**config.mk**
```make
export PLATFORM = sky130hd
export DESIGN_NAME = npc_ctrl
export DESIGN_NICKNAME = d
export VERILOG_FILES = /design/src/rtl/npc_pkg.sv /design/src/rtl/npc_branch_resolve.sv /design/src/rtl/npc_pc_regs.sv /design/src/rtl/npc_restart_track.sv /design/src/rtl/npc_ctrl.sv
export SDC_FILE = /design/constraint.sdc
export NUM_CORES = 1
export LEC_CHECK = 0
export ABC_CLOCK_PERIOD_IN_PS = 3380
export BUFFER_PORTS_ARGS = -buffer_cell sky130_fd_sc_hd__buf_4
export CORE_ASPECT_RATIO = 0.5
export CORE_MARGIN = 2
export CORE_UTILIZATION = 25
export DETAILED_ROUTE_END_ITERATION = 7
export GPL_TIMING_DRIVEN = 0
export PLACE_DENSITY = 0.43
export SLEW_MARGIN = 20
export SYNTH_ARGS = -nofsm -noshare
export SYNTH_HDL_FRONTEND = slang
export SYNTH_HIERARCHICAL = 1
export SYNTH_SLANG_ARGS = --single-unit
```
**constraint.sdc**
```tcl
create_clock -name clk -period 3.38 [get_ports clk]
set_input_delay 0.338 -clock clk [delete_from_list [all_inputs] [get_ports clk]]
set_output_delay 0.338 -clock clk [all_outputs]
set_load 0.02 [all_outputs]
```
**src/rtl/npc_pkg.sv**
```systemverilog
package npc_pkg;
  localparam logic [5:0] OPC_REGOP = 6'h00;
  localparam logic [5:0] OPC_JUMP  = 6'h02;
  localparam logic [5:0] OPC_BREQ  = 6'h04;
  localparam logic [5:0] OPC_BRNE  = 6'h05;
  localparam logic [5:0] FN_JREG   = 6'h08;

  typedef enum logic [1:0] {
    NX_SEQ  = 2'd0,
    NX_REDIR = 2'd1,
    NX_HOLD = 2'd2,
    NX_TRAP = 2'd3
  } nx_sel_e;
endpackage

```
**src/rtl/npc_branch_resolve.sv**
```systemverilog
module npc_branch_resolve #(
  parameter int AW = 32,
  parameter int IW = 32
) (
  input  logic [IW-1:0] instr,
  input  logic [AW-1:0] dec_pc,
  input  logic          dec_valid,
  input  logic [AW-1:0] rs_val,
  input  logic [AW-1:0] rt_val,
  output logic          is_cti,
  output logic          take,
  output logic [AW-1:0] target
);
  import npc_pkg::*;

  localparam logic [AW-1:0] STEP = AW'(4);
  localparam int IMMW = 16;
  localparam int IDXW = 26;

  logic [5:0]      opc;
  logic [5:0]      fn;
  logic [AW-1:0]   pc_next;
  logic [AW-1:0]   br_off;
  logic            regs_eq;

  assign opc     = instr[IW-1 -: 6];
  assign fn      = instr[5:0];
  assign pc_next = dec_pc + STEP;
  assign br_off  = {{(AW-IMMW-2){instr[IMMW-1]}}, instr[IMMW-1:0], 2'b00};
  assign regs_eq = (rs_val == rt_val);

  always_comb begin
    is_cti = 1'b0;
    take   = 1'b0;
    target = pc_next;
    unique case (opc)
      OPC_BREQ: begin
        is_cti = 1'b1;
        take   = regs_eq;
        target = pc_next + br_off;
      end
      OPC_BRNE: begin
        is_cti = 1'b1;
        take   = !regs_eq;
        target = pc_next + br_off;
      end
      OPC_JUMP: begin
        is_cti = 1'b1;
        take   = 1'b1;
        target = {pc_next[AW-1:IDXW+2], instr[IDXW-1:0], 2'b00};
      end
      OPC_REGOP: begin
        if (fn == FN_JREG) begin
          is_cti = 1'b1;
          take   = 1'b1;
          target = rs_val;
        end
      end
      default: ;
    endcase
    if (!dec_valid) begin
      is_cti = 1'b0;
      take   = 1'b0;
    end
  end
endmodule

```
**src/rtl/npc_pc_regs.sv**
```systemverilog
module npc_pc_regs #(
  parameter int              AW        = 32,
  parameter logic [AW-1:0]   RESET_VEC = '0
) (
  input  logic            clk,
  input  logic            rst_n,
  input  npc_pkg::nx_sel_e sel,
  input  logic [AW-1:0]   redir_pc,
  input  logic [AW-1:0]   trap_pc,
  input  logic            dec_is_cti,
  output logic [AW-1:0]   fpc_q,
  output logic [AW-1:0]   dpc_q,
  output logic            dvld_q,
  output logic            dslot_q
);
  import npc_pkg::*;

  localparam logic [AW-1:0] STEP = AW'(4);

  logic [AW-1:0] fpc_d;
  logic [AW-1:0] dpc_d;
  logic          dvld_d;
  logic          dslot_d;

  always_comb begin
    fpc_d   = fpc_q;
    dpc_d   = dpc_q;
    dvld_d  = dvld_q;
    dslot_d = dslot_q;
    unique case (sel)
      NX_TRAP: begin
        fpc_d   = trap_pc;
        dvld_d  = 1'b0;
        dslot_d = 1'b0;
      end
      NX_HOLD: ;
      NX_REDIR: begin
        fpc_d   = redir_pc;
        dpc_d   = fpc_q;
        dvld_d  = 1'b1;
        dslot_d = dec_is_cti;
      end
      default: begin
        fpc_d   = fpc_q + STEP;
        dpc_d   = fpc_q;
        dvld_d  = 1'b1;
        dslot_d = dec_is_cti;
      end
    endcase
  end

  always_ff @(posedge clk or negedge rst_n) begin
    if (!rst_n) begin
      fpc_q   <= RESET_VEC;
      dpc_q   <= RESET_VEC;
      dvld_q  <= 1'b0;
      dslot_q <= 1'b0;
    end else begin
      fpc_q   <= fpc_d;
      dpc_q   <= dpc_d;
      dvld_q  <= dvld_d;
      dslot_q <= dslot_d;
    end
  end
endmodule

```
**src/rtl/npc_restart_track.sv**
```systemverilog
module npc_restart_track #(
  parameter int AW    = 32,
  parameter int DEPTH = 3
) (
  input  logic          clk,
  input  logic          rst_n,
  input  logic          flush,
  input  logic          in_v,
  input  logic [AW-1:0] in_pc,
  input  logic          in_slot,
  output logic          out_v,
  output logic [AW-1:0] out_pc,
  output logic          out_slot
);
  logic [DEPTH-1:0] v_q;
  logic [DEPTH-1:0] s_q;
  logic [AW-1:0]    pc_q [DEPTH];

  for (genvar i = 0; i < DEPTH; i++) begin : g_stage
    logic          src_v;
    logic          src_s;
    logic [AW-1:0] src_pc;
    logic          v_d;
    logic          s_d;
    logic [AW-1:0] pc_d;

    if (i == 0) begin : g_head
      assign src_v  = in_v;
      assign src_s  = in_slot;
      assign src_pc = in_pc;
    end else begin : g_body
      assign src_v  = v_q[i-1];
      assign src_s  = s_q[i-1];
      assign src_pc = pc_q[i-1];
    end

    always_comb begin
      v_d  = src_v && !flush;
      s_d  = src_s && !flush;
      pc_d = src_pc;
    end

    always_ff @(posedge clk or negedge rst_n) begin
      if (!rst_n) begin
        v_q[i]  <= 1'b0;
        s_q[i]  <= 1'b0;
        pc_q[i] <= '0;
      end else begin
        v_q[i]  <= v_d;
        s_q[i]  <= s_d;
        pc_q[i] <= pc_d;
      end
    end
  end

  assign out_v    = v_q[DEPTH-1];
  assign out_slot = s_q[DEPTH-1];
  assign out_pc   = pc_q[DEPTH-1];
endmodule

```
**src/rtl/npc_ctrl.sv**
```systemverilog
module npc_ctrl #(
  parameter int            AW        = 32,
  parameter int            IW        = 32,
  parameter int            WB_DIST   = 3,
  parameter logic [AW-1:0] RESET_VEC = '0
) (
  input  logic          clk,
  input  logic          rst_n,
  input  logic [IW-1:0] instr,
  input  logic [AW-1:0] rs_val,
  input  logic [AW-1:0] rt_val,
  input  logic          stall,
  input  logic          exc,
  input  logic [AW-1:0] exc_handler,
  output logic [AW-1:0] fetch_pc,
  output logic          fetch_en,
  output logic [AW-1:0] dec_pc,
  output logic          dec_valid,
  output logic          wb_valid,
  output logic [AW-1:0] restart_pc
);
  import npc_pkg::*;

  localparam logic [AW-1:0] STEP = AW'(4);

  logic          is_cti;
  logic          take;
  logic [AW-1:0] target;
  logic          dslot;
  logic          adv;
  logic [AW-1:0] wb_pc;
  logic          wb_slot;
  nx_sel_e       sel;

  npc_branch_resolve #(.AW(AW), .IW(IW)) i_resolve (
    .instr     (instr),
    .dec_pc    (dec_pc),
    .dec_valid (dec_valid),
    .rs_val    (rs_val),
    .rt_val    (rt_val),
    .is_cti    (is_cti),
    .take      (take),
    .target    (target)
  );

  always_comb begin
    if (exc)        sel = NX_TRAP;
    else if (stall) sel = NX_HOLD;
    else if (take)  sel = NX_REDIR;
    else            sel = NX_SEQ;
  end

  npc_pc_regs #(.AW(AW), .RESET_VEC(RESET_VEC)) i_regs (
    .clk        (clk),
    .rst_n      (rst_n),
    .sel        (sel),
    .redir_pc   (target),
    .trap_pc    (exc_handler),
    .dec_is_cti (is_cti),
    .fpc_q      (fetch_pc),
    .dpc_q      (dec_pc),
    .dvld_q     (dec_valid),
    .dslot_q    (dslot)
  );

  assign adv      = dec_valid && !stall && !exc;
  assign fetch_en = !stall || exc;

  npc_restart_track #(.AW(AW), .DEPTH(WB_DIST)) i_track (
    .clk      (clk),
    .rst_n    (rst_n),
    .flush    (exc),
    .in_v     (adv),
    .in_pc    (dec_pc),
    .in_slot  (dslot),
    .out_v    (wb_valid),
    .out_pc   (wb_pc),
    .out_slot (wb_slot)
  );

  assign restart_pc = wb_slot ? (wb_pc - STEP) : wb_pc;
endmodule

```
==> impl.org <==
** Status
- Run status :: complete, but fails checks
- Violations in the final reports :: setup timing

** Synthesis
- The netlist uses 74 different library cells.
- The Yosys step of the flow raised 6 warnings.
- Counting every instance in the synthesized netlist gives 953.
- In the synthesized netlist the dominant register cell turns out to be sky130_fd_sc_hd__dfrtp_1.
- When the netlist entered floorplanning its net count stood at 1124.
- Synthesized area per cell :: 10.3 µm²
- For this run, the register share of the synthesized area comes to 0.427.
- Counting flops with a built-in enable in the synthesized netlist gives 0.
- The share of synthesized area in the top cell type comes to 0.427.
- Summed over all instances, the cell type with the most area after synthesis is sky130_fd_sc_hd__dfrtp_1.
- Proportion of synthesized flip-flops having asynchronous set or reset :: 1.00
- Sorting the synthesized cells by how often they occur yields sky130_fd_sc_hd__dfrtp_1 (168), sky130_fd_sc_hd__xor2_1 (88), sky130_fd_sc_hd__nand2_1 (65).
- Synthesis inferred 168 register bits.
- By instance count, the leading cell after synthesis is sky130_fd_sc_hd__dfrtp_1.
- Sorting the synthesized cells by area gives the leading types as sky130_fd_sc_hd__dfrtp_1 (43%), sky130_fd_sc_hd__xor2_1 (7.8%), sky130_fd_sc_hd__ha_1 (4.8%).
- Cell area after synthesis :: 9850 µm²

** Power
- Power per Cell Area :: 623 nW/µm²
- For this design the static power due to leakage is 6.11 nW.
- Of the total power, combinational logic draws 0.441.
- Internal portion of total power :: 5.17 mW
- The share of total power dissipated in sequential elements is 0.348.
- Of the total power, the clock network draws 0.211.
- The completed layout was analyzed and its total power is 8.64 mW.
- VDD sags by at most 0.244 mV.
- Net Switching :: 3.47 mW
- Sw Share :: 0.402

** CTS
- Clock tree buffer depth :: 2
- CTS Root Cell :: sky130_fd_sc_hd__clkbuf_16
- H-tree Lvls :: 4
- TritonCTS built the clock tree.
- The number of clock buffers added by TritonCTS is 17.
- Number of clock sinks :: 168
- Clock latency on the worst-skew pair :: 0.43 ns
- After clock tree synthesis, the clock-pin slew on the worst setup and hold paths is 0.06 ns.

** Layout
- Synthesis-to-finish area growth :: 40.8%
- Nets@finish :: 1413
- The count of cells in the finished layout, fillers not included, comes to 1786.
- Of the cells placed in the final design, the portion with a size suffix greater than 1 is 0.391.
- Layout filler cell count :: 3887
- Final design area excluding fillers :: 13900 µm²
- For this run, the share of the core covered by cells in the final layout is 0.357.

** Min path
- The worst hold path terminates at i_track/out_slot$_DFF_PN0_.
- Worst hold path type :: in -> reg
- In this run the most critical hold path is launched from exc.
- Along the worst hold path, the cell count comes to 2.

** Floorplan
- Row generation in the floorplan step produced 51 rows.
- I/O pin count :: 231
- The initial utilization of the core area, before any placement, comes to 0.253.
- Total Die Area :: 41100 µm²
- From left edge to right edge, the die measures 285 µm.
- The die is 144 µm tall.
- After floorplanning, the core was sized to cover 38900 µm².

** Worst setup path
- Critical path launch point type :: flip-flop
- Critical register-to-register path endpoint :: i_regs/fpc_q[31]$_DFFE_PN0N_
- The largest single stage delay on the critical path is 0.41 ns.
- Worst path required time :: 3.69 ns
- Counting cells, the worst reg-to-reg path comes to 18.
- Reg-to-reg critical path startpoint :: i_regs/dpc_q[10]$_DFFE_PN0N_
- In this run the worst path has a maximum fanout of 5.
- Crit Path Class :: reg -> reg
- Together, buffers and inverters on the worst path number 0.
- The cell that appears most often on the critical path is sky130_fd_sc_hd__a21o_1.
- The critical path starts at i_regs/dpc_q[10]$_DFFE_PN0N_.
- CP delay by family, top :: compound AO/OA/AOI/OAI gates
- Across all register-to-register paths, the minimum setup slack is -0.48 ns.
- Critical Path Sink Type :: flip-flop
- Crit path arrival time :: 4.17 ns
- Cells traversed along the worst timing path :: and4_4 -> nand2_4 -> nor2_4 -> nand2_1 -> xnor2_2 -> ha_1 -> a21o_1 -> a21o_1 -> a21oi_2 -> and3b_2 -> a211oi_4 -> nor2_2 -> o211a_1 -> a211o_1 -> a21o_1 -> o21ai_2 -> a21oi_1 -> a2bb2oi_1
- The slowest stage of the critical path is the sky130_fd_sc_hd__dfrtp_2 cell.

** Timing
- Slack of the critical path :: -0.480 ns
- Largest clock skew in the final design :: 0.0136 ns
- Transition time at the pin with the least slew margin :: 0.623 ns
- Post-route fraction of the period consumed by the critical path :: 1.14
- Unrepaired setup endpoints after global routing :: true
- Final hold violations :: 0
- The number of pins with negative max-slew slack in the final report is 0.
- Upper clock frequency limit :: 0.259 GHz
- The worst pin sits at a relative slew slack of 0.581.
- Setup violations remaining at the end of the flow were counted as 7.
- For the finished layout, the period the worst path requires is 3.86 ns.

** Routing
- Wirelength per Cell :: 22.6 µm
- Highest Signal Layer :: met4
- Via count :: 8758
- Number of iterations in the first detailed-routing pass :: 6
- Count of routing violations after the opening detailed-route iteration :: 814
- Summed over all nets, wire length on met2 after detailed routing comes to 18.9 mm.
- Sum of routed wire segments on met1 :: 18.6 mm
- Once detail routing completed, the nets flagged for antenna violations numbered 0.
- In the routed layout, each cell is associated on average with a via count of 4.90.
- Summed over all nets, wire length on met3 after detailed routing comes to 1.75 mm.
- In the routed design, unresolved DRC markers number 0.
- Wires add up to 40.3 mm.

** Global route
- All-layer global routing usage :: 0.194
- Entering global routing, the biggest net connects 100 pins.
- The via count of the first global-routing pass was 8956.
- Initial antenna violation count :: 1
- The first global-routing pass estimated 59.0 mm of wire.
- After global routing the overflow that remains totals 0.

** Job
- Across the run, the number of max-cap violations was 0.

** Place
- Placed cell area :: 12300 µm²
- Number of port buffers :: 230
- Post-detailed-placement half-perimeter wirelength :: 31.5 mm
- Routability-driven placement congestion ratio :: 0.908
- Total instance count after detailed placement :: 1714
## worst reg2reg max path, cell delays in order (launching register included)
cell and delay, ns:
sky130_fd_sc_hd__dfrtp_2 0.41, sky130_fd_sc_hd__and4_4 0.31, sky130_fd_sc_hd__nand2_4 0.11, sky130_fd_sc_hd__nor2_4 0.15, sky130_fd_sc_hd__nand2_1 0.10, sky130_fd_sc_hd__xnor2_2 0.27
sky130_fd_sc_hd__ha_1 0.33, sky130_fd_sc_hd__a21o_1 0.20, sky130_fd_sc_hd__a21o_1 0.15, sky130_fd_sc_hd__a21oi_2 0.06, sky130_fd_sc_hd__and3b_2 0.23, sky130_fd_sc_hd__a211oi_4 0.30
sky130_fd_sc_hd__nor2_2 0.07, sky130_fd_sc_hd__o211a_1 0.21, sky130_fd_sc_hd__a211o_1 0.34, sky130_fd_sc_hd__a21o_1 0.22, sky130_fd_sc_hd__o21ai_2 0.07, sky130_fd_sc_hd__a21oi_1 0.08
sky130_fd_sc_hd__a2bb2oi_1 0.14
## cell usage in the layout, fill, tap and decap left out, types with 25 or more instances in the layout
master                    instances
sky130_fd_sc_hd__nand2_1         62
sky130_fd_sc_hd__dfrtp_1        151
sky130_fd_sc_hd__xor2_1          81
sky130_fd_sc_hd__mux2_2          33
sky130_fd_sc_hd__nor2_1          43
sky130_fd_sc_hd__a21oi_1         34
sky130_fd_sc_hd__mux2i_1         32
sky130_fd_sc_hd__buf_4          271
sky130_fd_sc_hd__xnor2_1         33
sky130_fd_sc_hd__o21ai_0         32
sky130_fd_sc_hd__nand3_1         25
## flip-flops by register name, summed over array words and instances (netlist names)
register               flops
i_regs/dpc_q              32
i_track/out_v              1
i_regs/dslot_q             1
i_regs/dvld_q              1
i_track/out_slot           1
i_regs/fpc_q              32
i_track/g_stage.src_v      2
i_track/g_stage.src_s      2
i_track/out_pc            32
i_track/g_stage.pc_d      64
## power by group through the flow
stage	clock [mW]	sequential [mW]	combinational [mW]
6_report	1.82	3.01	3.81
5_1_grt	1.95	3.06	4.08
2_1_floorplan	0	3.06	1.65
3_3_place_gp	0	3.07	3.05
4_1_cts	1.86	2.99	3.61
3_5_place_dp	0	3.08	3.05
## per-stage QoR
| stage | worst slack, ns | setup TNS (ns) | hold slack, ns |
|---|---|---|---|
| after floorplan | -0.115 | -0.170 | 0.0424 |
| after global placement | -0.930 | -14.38 | 0.332 |
| after detailed placement | -0.925 | -14.46 | 0.335 |
| after CTS | -0.456 | -2.11 | 0.172 |
| after global routing | -0.656 | -3.89 | 0.173 |
| final | -0.480 | -2.02 | 0.187 |
## worst max-delay path by stage
stage	endpoint	slack [ns]	depth (start not counted)
floorplan	i_regs/fpc_q[31]$_DFFE_PN0N_	-0.11	17
global placement	i_regs/fpc_q[29]$_DFFE_PN0N_	-0.93	17
detailed placement	i_regs/fpc_q[29]$_DFFE_PN0N_	-0.92	17
CTS	i_regs/fpc_q[29]$_DFFE_PN0N_	-0.46	18
global route	i_regs/fpc_q[29]$_DFFE_PN0N_	-0.66	17
finish	i_regs/fpc_q[31]$_DFFE_PN0N_	-0.48	18
## area by class of cell
cell class | instances | area [µm²] | share of cell area
Antenna cell | 1 | 2.50 | 0.000180
Buffer | 31 | 134 | 0.00965
Clock buffer | 19 | 453 | 0.0327
Clock inverter | 13 | 109 | 0.00785
Inverter | 21 | 78.8 | 0.00568
Multi-Input combinational cell | 729 | 6120 | 0.441
Sequential cell | 168 | 4230 | 0.305
Tap cell | 530 | 663 | 0.0478
Timing Repair Buffer | 274 | 2090 | 0.150
## per-layer routing
layer,track usage,up-vias
met5,0,-
met3,0.0188,50
li1,-,4067
met4,0.0634,0
met1,0.273,4400
met2,0.315,241
## repair_timing
item,in CTS,in global routing
endpoints found under the hold margin,69,0
pin swaps,40,18
setup buffers,37,5
hold buffers,1,0
endpoints found under the setup margin,22,32
resized for setup,88,49
## logic make-up after synthesis
logic type,after synthesis,share of synthesized area
buffers and inverters,56,0.0238
multiplexers,67,0.0748
XOR/XNOR,141,0.126
adder cells (fa/ha/maj),39,0.0503
AO/OA/AOI/OAI,192,0.130
flip-flops,168,0.427
AND/OR/NAND/NOR,290,0.168
Note: power is estimated with default switching activity, not from simulation.
